==> config.mk <==
export PLATFORM = sky130hd
export DESIGN_NAME = prescaled_interval_timer
export DESIGN_NICKNAME = d
export VERILOG_FILES = /design/src/rtl/tmr_pkg.sv /design/src/rtl/tmr_prescaler.sv /design/src/rtl/tmr_channel.sv /design/src/rtl/prescaled_interval_timer.sv
export SDC_FILE = /design/constraint.sdc
export NUM_CORES = 1
export LEC_CHECK = 0
export BUFFER_PORTS_ARGS = -buffer_cell sky130_fd_sc_hd__buf_2
export CAP_MARGIN = 20
export CELL_PAD_IN_SITES_DETAIL_PLACEMENT = 0
export CELL_PAD_IN_SITES_GLOBAL_PLACEMENT = 2
export CORE_AREA = 2 2 175 177
export DETAILED_ROUTE_END_ITERATION = 10
export DIE_AREA = 0 0 177 179
export GPL_ROUTABILITY_DRIVEN = 1
export HOLD_SLACK_MARGIN = 0.03
export PLACE_DENSITY = 0.78
export SETUP_SLACK_MARGIN = 0.02
export SLEW_MARGIN = 40
export SYNTH_ARGS = -nofsm -noshare
export SYNTH_HDL_FRONTEND = slang
export SYNTH_SLANG_ARGS = --single-unit
export TNS_END_PERCENT = 20
==> constraint.sdc <==
create_clock -name clk -period 3.9 [get_ports clk]
set_clock_uncertainty 0.1 [all_clocks]
set_input_delay 0.195 -clock clk [delete_from_list [all_inputs] [get_ports clk]]
set_output_delay 0.195 -clock clk [all_outputs]
set_load 0.005 [all_outputs]
==> src/rtl/tmr_pkg.sv <==
// Shared definitions for the prescaled interval timer: register group
// offsets, channel stride and the packed layout of the clock control word.
package tmr_pkg;
    localparam int unsigned OFS_CLK  = 32'h00;
    localparam int unsigned OFS_CNT  = 32'h0C;
    localparam int unsigned OFS_VAL  = 32'h18;
    localparam int unsigned OFS_IVL  = 32'h24;
    localparam int unsigned OFS_STA  = 32'h54;
    localparam int unsigned OFS_IER  = 32'h60;
    localparam int unsigned CH_STRIDE = 4;
    localparam int EXP_W = 4;

    // Clock control word, bit 5 down to bit 0.
    typedef struct packed {
        logic             src_sel;
        logic [EXP_W-1:0] exp_sel;
        logic             pre_en;
    } clk_cfg_t;
endpackage

==> src/rtl/tmr_prescaler.sv <==
// Power-of-two tick divider. Emits adv_o once every 2^(exp_sel+1) source
// ticks when pre_en is set, or on every source tick otherwise.
// Assumes: clr is a synchronous request that zeroes the divider.
module tmr_prescaler #(
    parameter int EXP_W = 4
) (
    input  logic             clk,
    input  logic             rst_n,
    input  logic             clr,
    input  logic             src_tick,
    input  logic             pre_en,
    input  logic [EXP_W-1:0] exp_sel,
    output logic             adv_o
);
    localparam int DIV_W = 1 << EXP_W;

    logic [DIV_W-1:0] div_q;
    logic [DIV_W-1:0] lim;
    logic             at_lim;

    // Terminal divider value: 2^(exp_sel+1) - 1, saturating for the top exponent.
    always_comb begin
        lim    = ~({DIV_W{1'b1}} << ({1'b0, exp_sel} + (EXP_W+1)'(1)));
        at_lim = (div_q == lim);
        adv_o  = src_tick && (!pre_en || at_lim);
    end

    // Divider register: cleared on request or when bypassed, else counts ticks.
    always_ff @(posedge clk) begin
        if (!rst_n)                div_q <= '0;
        else if (clr || !pre_en)   div_q <= '0;
        else if (src_tick)         div_q <= at_lim ? '0 : div_q + DIV_W'(1);
    end

    p_div_clear_r6: assert property (@(posedge clk) disable iff (!rst_n)
        clr |=> (div_q == '0));
    p_adv_gap_r3: assert property (@(posedge clk) disable iff (!rst_n)
        (adv_o && pre_en) |=> (!adv_o || !pre_en));
endmodule

==> src/rtl/tmr_channel.sv <==
// One timer channel: prescaler, 16-bit up-counter with free or interval
// mode, and the read-clearing event flag.
// Assumes: control inputs are registered; rst_stb and stat_rd are one-cycle strobes.
module tmr_channel
    import tmr_pkg::*;
#(
    parameter int CNT_W = 16
) (
    input  logic             clk,
    input  logic             rst_n,
    input  clk_cfg_t         clk_cfg,
    input  logic             halt,
    input  logic             ivl_mode,
    input  logic [CNT_W-1:0] interval,
    input  logic             rst_stb,
    input  logic             alt_tick,
    input  logic             stat_rd,
    output logic [CNT_W-1:0] count_o,
    output logic             stat_o
);
    logic             src_tick;
    logic             adv;
    logic             wrap_hit;
    logic             evt;
    logic [CNT_W-1:0] count_q;
    logic             stat_q;

    // Tick source choice, interval compare and event detect.
    always_comb begin
        src_tick = clk_cfg.src_sel ? alt_tick : 1'b1;
        wrap_hit = ivl_mode && (count_q == interval);
        evt      = !rst_stb && !halt && adv && wrap_hit;
    end

    tmr_prescaler #(.EXP_W(EXP_W)) u_pre (
        .clk      (clk),
        .rst_n    (rst_n),
        .clr      (halt || rst_stb),
        .src_tick (src_tick),
        .pre_en   (clk_cfg.pre_en),
        .exp_sel  (clk_cfg.exp_sel),
        .adv_o    (adv)
    );

    // Counter: zeroed by the strobe, advances while running, wraps at the limit.
    always_ff @(posedge clk) begin
        if (!rst_n)              count_q <= '0;
        else if (rst_stb)        count_q <= '0;
        else if (!halt && adv)   count_q <= wrap_hit ? '0 : count_q + CNT_W'(1);
    end

    // Event flag: set by an event, cleared by a read, event wins a tie.
    always_ff @(posedge clk) begin
        if (!rst_n)        stat_q <= 1'b0;
        else if (evt)      stat_q <= 1'b1;
        else if (stat_rd)  stat_q <= 1'b0;
    end

    assign count_o = count_q;
    assign stat_o  = stat_q;

    p_strobe_zero_r6: assert property (@(posedge clk) disable iff (!rst_n)
        rst_stb |=> (count_q == '0));
    p_hold_halted_r5: assert property (@(posedge clk) disable iff (!rst_n)
        (halt && !rst_stb) |=> $stable(count_q));
    p_alt_idle_r4: assert property (@(posedge clk) disable iff (!rst_n)
        (clk_cfg.src_sel && !alt_tick && !rst_stb) |=> $stable(count_q));
    p_free_no_flag_r2: assert property (@(posedge clk) disable iff (!rst_n)
        $rose(stat_q) |-> $past(ivl_mode));
    p_read_clears_r8: assert property (@(posedge clk) disable iff (!rst_n)
        (stat_rd && !adv) |=> !stat_q);
endmodule

==> src/rtl/prescaled_interval_timer.sv <==
// Top of the timer: register decode, per-channel control registers,
// registered read mux and interrupt gating around NUM_CH channels.
// Assumes: bus_we and bus_re are never high together; byte addressing.
module prescaled_interval_timer
    import tmr_pkg::*;
#(
    parameter int NUM_CH = 3,
    parameter int CNT_W  = 16,
    parameter int ADDR_W = 8,
    parameter int DATA_W = 32
) (
    input  logic              clk,
    input  logic              rst_n,
    input  logic [ADDR_W-1:0] bus_addr,
    input  logic [DATA_W-1:0] bus_wdata,
    input  logic              bus_we,
    input  logic              bus_re,
    output logic [DATA_W-1:0] bus_rdata,
    input  logic              alt_tick_i,
    output logic [NUM_CH-1:0] irq_o
);
    localparam int CFG_W = $bits(clk_cfg_t);

    logic [NUM_CH-1:0] sel_clk, sel_cnt, sel_val, sel_ivl, sel_sta, sel_ier;
    logic [NUM_CH-1:0] halt_q, mode_q, ier_q, rst_stb, stat_rd, stat_w;
    clk_cfg_t          clk_q [NUM_CH];
    logic [CNT_W-1:0]  ivl_q [NUM_CH];
    logic [CNT_W-1:0]  cnt_w [NUM_CH];
    logic [DATA_W-1:0] rd_mux;
    logic              rd_hit;
    logic              unused_wdata;

    assign unused_wdata = ^bus_wdata[DATA_W-1:CNT_W];

    for (genvar i = 0; i < NUM_CH; i++) begin : g_ch
        // Address decode for this channel's slot in every group.
        always_comb begin
            sel_clk[i] = (bus_addr == ADDR_W'(OFS_CLK + CH_STRIDE*i));
            sel_cnt[i] = (bus_addr == ADDR_W'(OFS_CNT + CH_STRIDE*i));
            sel_val[i] = (bus_addr == ADDR_W'(OFS_VAL + CH_STRIDE*i));
            sel_ivl[i] = (bus_addr == ADDR_W'(OFS_IVL + CH_STRIDE*i));
            sel_sta[i] = (bus_addr == ADDR_W'(OFS_STA + CH_STRIDE*i));
            sel_ier[i] = (bus_addr == ADDR_W'(OFS_IER + CH_STRIDE*i));
            rst_stb[i] = bus_we && sel_cnt[i] && bus_wdata[4];
            stat_rd[i] = bus_re && sel_sta[i];
        end

        // Writable control registers of this channel.
        always_ff @(posedge clk) begin
            if (!rst_n) begin
                clk_q[i]  <= '0;
                halt_q[i] <= 1'b1;
                mode_q[i] <= 1'b0;
                ivl_q[i]  <= '1;
                ier_q[i]  <= 1'b0;
            end else if (bus_we) begin
                if (sel_clk[i]) clk_q[i] <= clk_cfg_t'(bus_wdata[CFG_W-1:0]);
                if (sel_cnt[i]) begin
                    halt_q[i] <= bus_wdata[0];
                    mode_q[i] <= bus_wdata[1];
                end
                if (sel_ivl[i]) ivl_q[i] <= bus_wdata[CNT_W-1:0];
                if (sel_ier[i]) ier_q[i] <= bus_wdata[0];
            end
        end

        tmr_channel #(.CNT_W(CNT_W)) u_ch (
            .clk      (clk),
            .rst_n    (rst_n),
            .clk_cfg  (clk_q[i]),
            .halt     (halt_q[i]),
            .ivl_mode (mode_q[i]),
            .interval (ivl_q[i]),
            .rst_stb  (rst_stb[i]),
            .alt_tick (alt_tick_i),
            .stat_rd  (stat_rd[i]),
            .count_o  (cnt_w[i]),
            .stat_o   (stat_w[i])
        );

        assign irq_o[i] = stat_w[i] && ier_q[i];
    end

    // Read multiplexer over all mapped registers; misses return zero.
    always_comb begin
        rd_mux = '0;
        rd_hit = 1'b0;
        for (int i = 0; i < NUM_CH; i++) begin
            if (sel_clk[i]) begin rd_mux = DATA_W'(clk_q[i]);              rd_hit = 1'b1; end
            if (sel_cnt[i]) begin rd_mux = DATA_W'({mode_q[i], halt_q[i]}); rd_hit = 1'b1; end
            if (sel_val[i]) begin rd_mux = DATA_W'(cnt_w[i]);              rd_hit = 1'b1; end
            if (sel_ivl[i]) begin rd_mux = DATA_W'(ivl_q[i]);              rd_hit = 1'b1; end
            if (sel_sta[i]) begin rd_mux = DATA_W'(stat_w[i]);             rd_hit = 1'b1; end
            if (sel_ier[i]) begin rd_mux = DATA_W'(ier_q[i]);              rd_hit = 1'b1; end
        end
    end

    // Registered read data, held between reads.
    always_ff @(posedge clk) begin
        if (!rst_n)       bus_rdata <= '0;
        else if (bus_re)  bus_rdata <= rd_mux;
    end

    p_unmapped_zero_r10: assert property (@(posedge clk) disable iff (!rst_n)
        (bus_re && !rd_hit) |=> (bus_rdata == '0));
    p_rdata_hold_r11: assert property (@(posedge clk) disable iff (!rst_n)
        !bus_re |=> $stable(bus_rdata));
endmodule

==> results.yml <==
floorplanning:
  die_w_um: 177
  ios: 80
  rows: 64
  die_h_um: 179
  core_mm2: 0.0300
  start_util_pct: 37.2
  die_area_mm2: 0.0317
layout:
  fin_nets: 1374
  final_cell_mix: "dfxtp_1, nor2_1, nand2_1"
  final_common_cell: "dfxtp_1"
  syn2layout_area_growth_pct: 12.5
  seq_area_mm2: 0.00446
  nFillCells: 3011
  drive_above_1_share_pct: 11.7
  diodes: 0
  multi_input_area_mm2: 0.00628
  postLayoutCellArea_mm2: 0.0126
power:
  p_leak_nw: 4.10
  combPwrFrac_pct: 7.7
  net-switching-power_w: 0.00106
  ir_worst_vdd_uv: 263
  p_per_area_mw_per_mm2: 351
  swShare_pct: 23.9
  seqPwrFrac_pct: 48.1
  intPower_w: 0.00336
  clkPwrFrac_pct: 44.2
place:
  placed_cell_area_mm2: 0.0118
  place.gp.congestion: 0.849
  port_buffers: 47
  dp_hpwl_um: 24800
sta:
  setup-tns-final_ps: 0
  post-route-period-util_pct: 90.5
  slew_viol_final: 0
  hold_viol_final: 0
  fin_crit_ps: 3530
  rsz0062_at_grt: "no"
  max_freq_mhz: 283
  setup_viol: 0
  slew_headroom_pct: 42.6
  tightestPinTransition_ps: 861
drt:
  viasPerCell: 5.70
  dr.pass1.iters: 7
  wl_per_cell_um: 19.6
  wl_um: 33700
  vias: 9805
  drtIter0Drc: 856
  drc: 0
  ant_nets: 0
global_routing:
  grt_max_degree: 35
  grt.overflow.total: 0
  grt_pass1_wl_um: 52900
  antenna_found_initial: 0
  grt_pass1_vias: 9010
  grt_usage_pct: 21.7
clock_tree:
  root_buffer: "clkbuf_16"
  cts_tree: "yes"
  clock_path_buffers: 2
  numCtsBuffers: 17
  clk_latency_ps: 450
  htreeDepth: 4
  clock-sinks: 190
  cts_setup_buffers: 0
  clk_pin_slew_ps: 70
yosys:
  async_flop_share_pct: 0
  syn_inst: 1276
  ys_ff_latch: 190
  yosysSeqAreaShare_pct: 39.9
  dominantRegCellSynth: "dfxtp_1"
  avgSynthCellArea_um2: 8.76
  synth_edf_count: 66
  ys_types: 80
  netlist_area_mm2: 0.0112
  yosys_warnings: 0
worst_setup_path:
  max_stage_delay_ps: 540
  cp.arrival_ps: 3810
  cp_max_fo: 34
  path_cells: "ha_1 > inv_1 > ha_2 > nor2_1 > or4b_1 > nand2_1 > a21oi_1 > o22ai_1 > a31oi_2 > buf_4 > or4_4 > a21oi_2"
  crit_buf_inv: 2
  path_delay_family: "simple AND/OR/NAND/NOR gates"
  cp-start-kind: "flip-flop"
  required_ps: 4190
  critPathSlowestCell: "or4_4"
  critPathKind: "flip-flop to flip-flop"
  crit_path_end_kind: "flip-flop"
hold_path:
  worstHoldPathType: "primary input to flip-flop"
job:
  cap_viol_max_count: 0
outcome:
  run_status: "finished, final reports clean"
==> cell families (layout without fill, tap and decap cells) <==
kind of cell    after synthesis  count (layout)  share of synthesized area (%)
fa+ha+maj                    18              18                           2.01
buf+inv                     118             151                           4.74
compound gates              298             298                           17.8
xor+xnor                    110             110                           8.62
flops                       190             190                           39.9
simple gates                527             527                           25.5
other cells                   1              16                         0.0335
mux                          14              14                           1.38
==> worst paths after layout <==
path / start / endpoint / slack (ps) / depth (start not counted)
worst max-delay path: clk_q[0][1] / g_ch[0].u_ch.count_o[8] / 370 / 12
worst min-delay path: bus_wdata[1] / mode_q[2] / 50 / 3
worst max register to register: clk_q[0][1] / g_ch[0].u_ch.count_o[8] / 370 / 12
worst min register to register: bus_rdata[11] / bus_rdata[11] / 390 / 2
==> cell type report <==
class                           instances  area share (%)
Tap cell                              396            3.94
Timing Repair Buffer                   87            4.49
Clock inverter                          6           0.696
Clock buffer                           26            4.56
Inverter                               32           0.954
Multi-Input combinational cell        983            49.9
Sequential cell                       190            35.5
==> sequential cells by signal, indices dropped and copies added (netlist names) <==
name                   cells
clk_q                     18
g_ch.u_ch.stat_o           3
g_ch.u_ch.u_pre.div_q     48
mode_q                     3
halt_q                     3
ivl_q                     48
ier_q                      3
g_ch.u_ch.count_o         48
bus_rdata                 16
==> layer usage <==
| layer | GRT usage [%] | wire, um | vias up |
|---|---|---|---|
| li1 | - | - | 4739 |
| met1 | 30.8 | 16000 | 4724 |
| met2 | 34.0 | 15300 | 301 |
| met3 | 3.01 | 1800 | 41 |
| met4 | 6.89 | 648 | 0 |
| met5 | 0 | 0 | - |
==> cells in the mapped netlist, types with 6 or more instances <==
master | number | share of area, %
a21o_1 | 6 | 0.40
a21oi_1 | 81 | 3.6
a21oi_2 | 7 | 0.55
a221oi_1 | 11 | 0.86
a22oi_1 | 38 | 2.6
a31oi_1 | 33 | 1.8
and2_1 | 28 | 1.6
and3_1 | 23 | 1.3
buf_2 | 12 | 0.54
buf_4 | 17 | 1.1
clkbuf_1 | 54 | 1.8
dfxtp_1 | 124 | 22
edfxtp_1 | 66 | 18
ha_1 | 18 | 2.0
inv_1 | 31 | 1.0
mux2i_1 | 12 | 1.1
nand2_1 | 81 | 2.7
nand2b_1 | 26 | 1.5
nand3_1 | 72 | 3.2
nand4_1 | 30 | 1.7
nor2_1 | 117 | 3.9
nor2b_1 | 11 | 0.62
nor3_1 | 15 | 0.67
nor4_1 | 9 | 0.50
nor4b_1 | 6 | 0.47
o21ai_0 | 40 | 1.8
o31ai_1 | 21 | 1.4
or2_2 | 18 | 1.0
or3_1 | 44 | 2.5
or4_1 | 14 | 0.94
xnor2_1 | 72 | 5.6
xor2_1 | 38 | 3.0
==> repair_timing <==
action                                  in CTS  in global routing
endpoints found under the hold margin       34                  0
gates resized for setup                      0                  3
hold buffers                                12                  0
endpoints found under the setup margin       0                 22
==> per-stage QoR <==
| step | util, % | setup WS [ps] | std cells | power (W) | hold WS, ps |
|---|---|---|---|---|---|
| after global placement | 39.2 | 172 | 1676 | 0.00249 | 375 |
| after global routing | 41.9 | 85.5 | 1720 | 0.00456 | 52.0 |
| after floorplan | - | 657 | 1291 | 0.00238 | 239 |
| final | 41.9 | 372 | 1720 | 0.00442 | 54.6 |
| after CTS | 41.9 | 90.4 | 1720 | 0.00445 | 38.7 |
| after detailed placement | 39.3 | 133 | 1676 | 0.00249 | 380 |
==> power by group through the flow <==
stage	clock network (W)	logic, W	registers [W]
after detailed placement	0	0.000324	0.00217
after floorplan	0	0.000226	0.00215
after global routing	0.00206	0.000372	0.00213
after global placement	0	0.000326	0.00217
final	0.00195	0.000340	0.00212
after CTS	0.00199	0.000335	0.00212
==> tightest hold or removal path: stages <==
cell and delay (ps):
buf_2 200, nand3_1 100, a21oi_1 60
No activity file was read; power rests on OpenSTA's default activity.
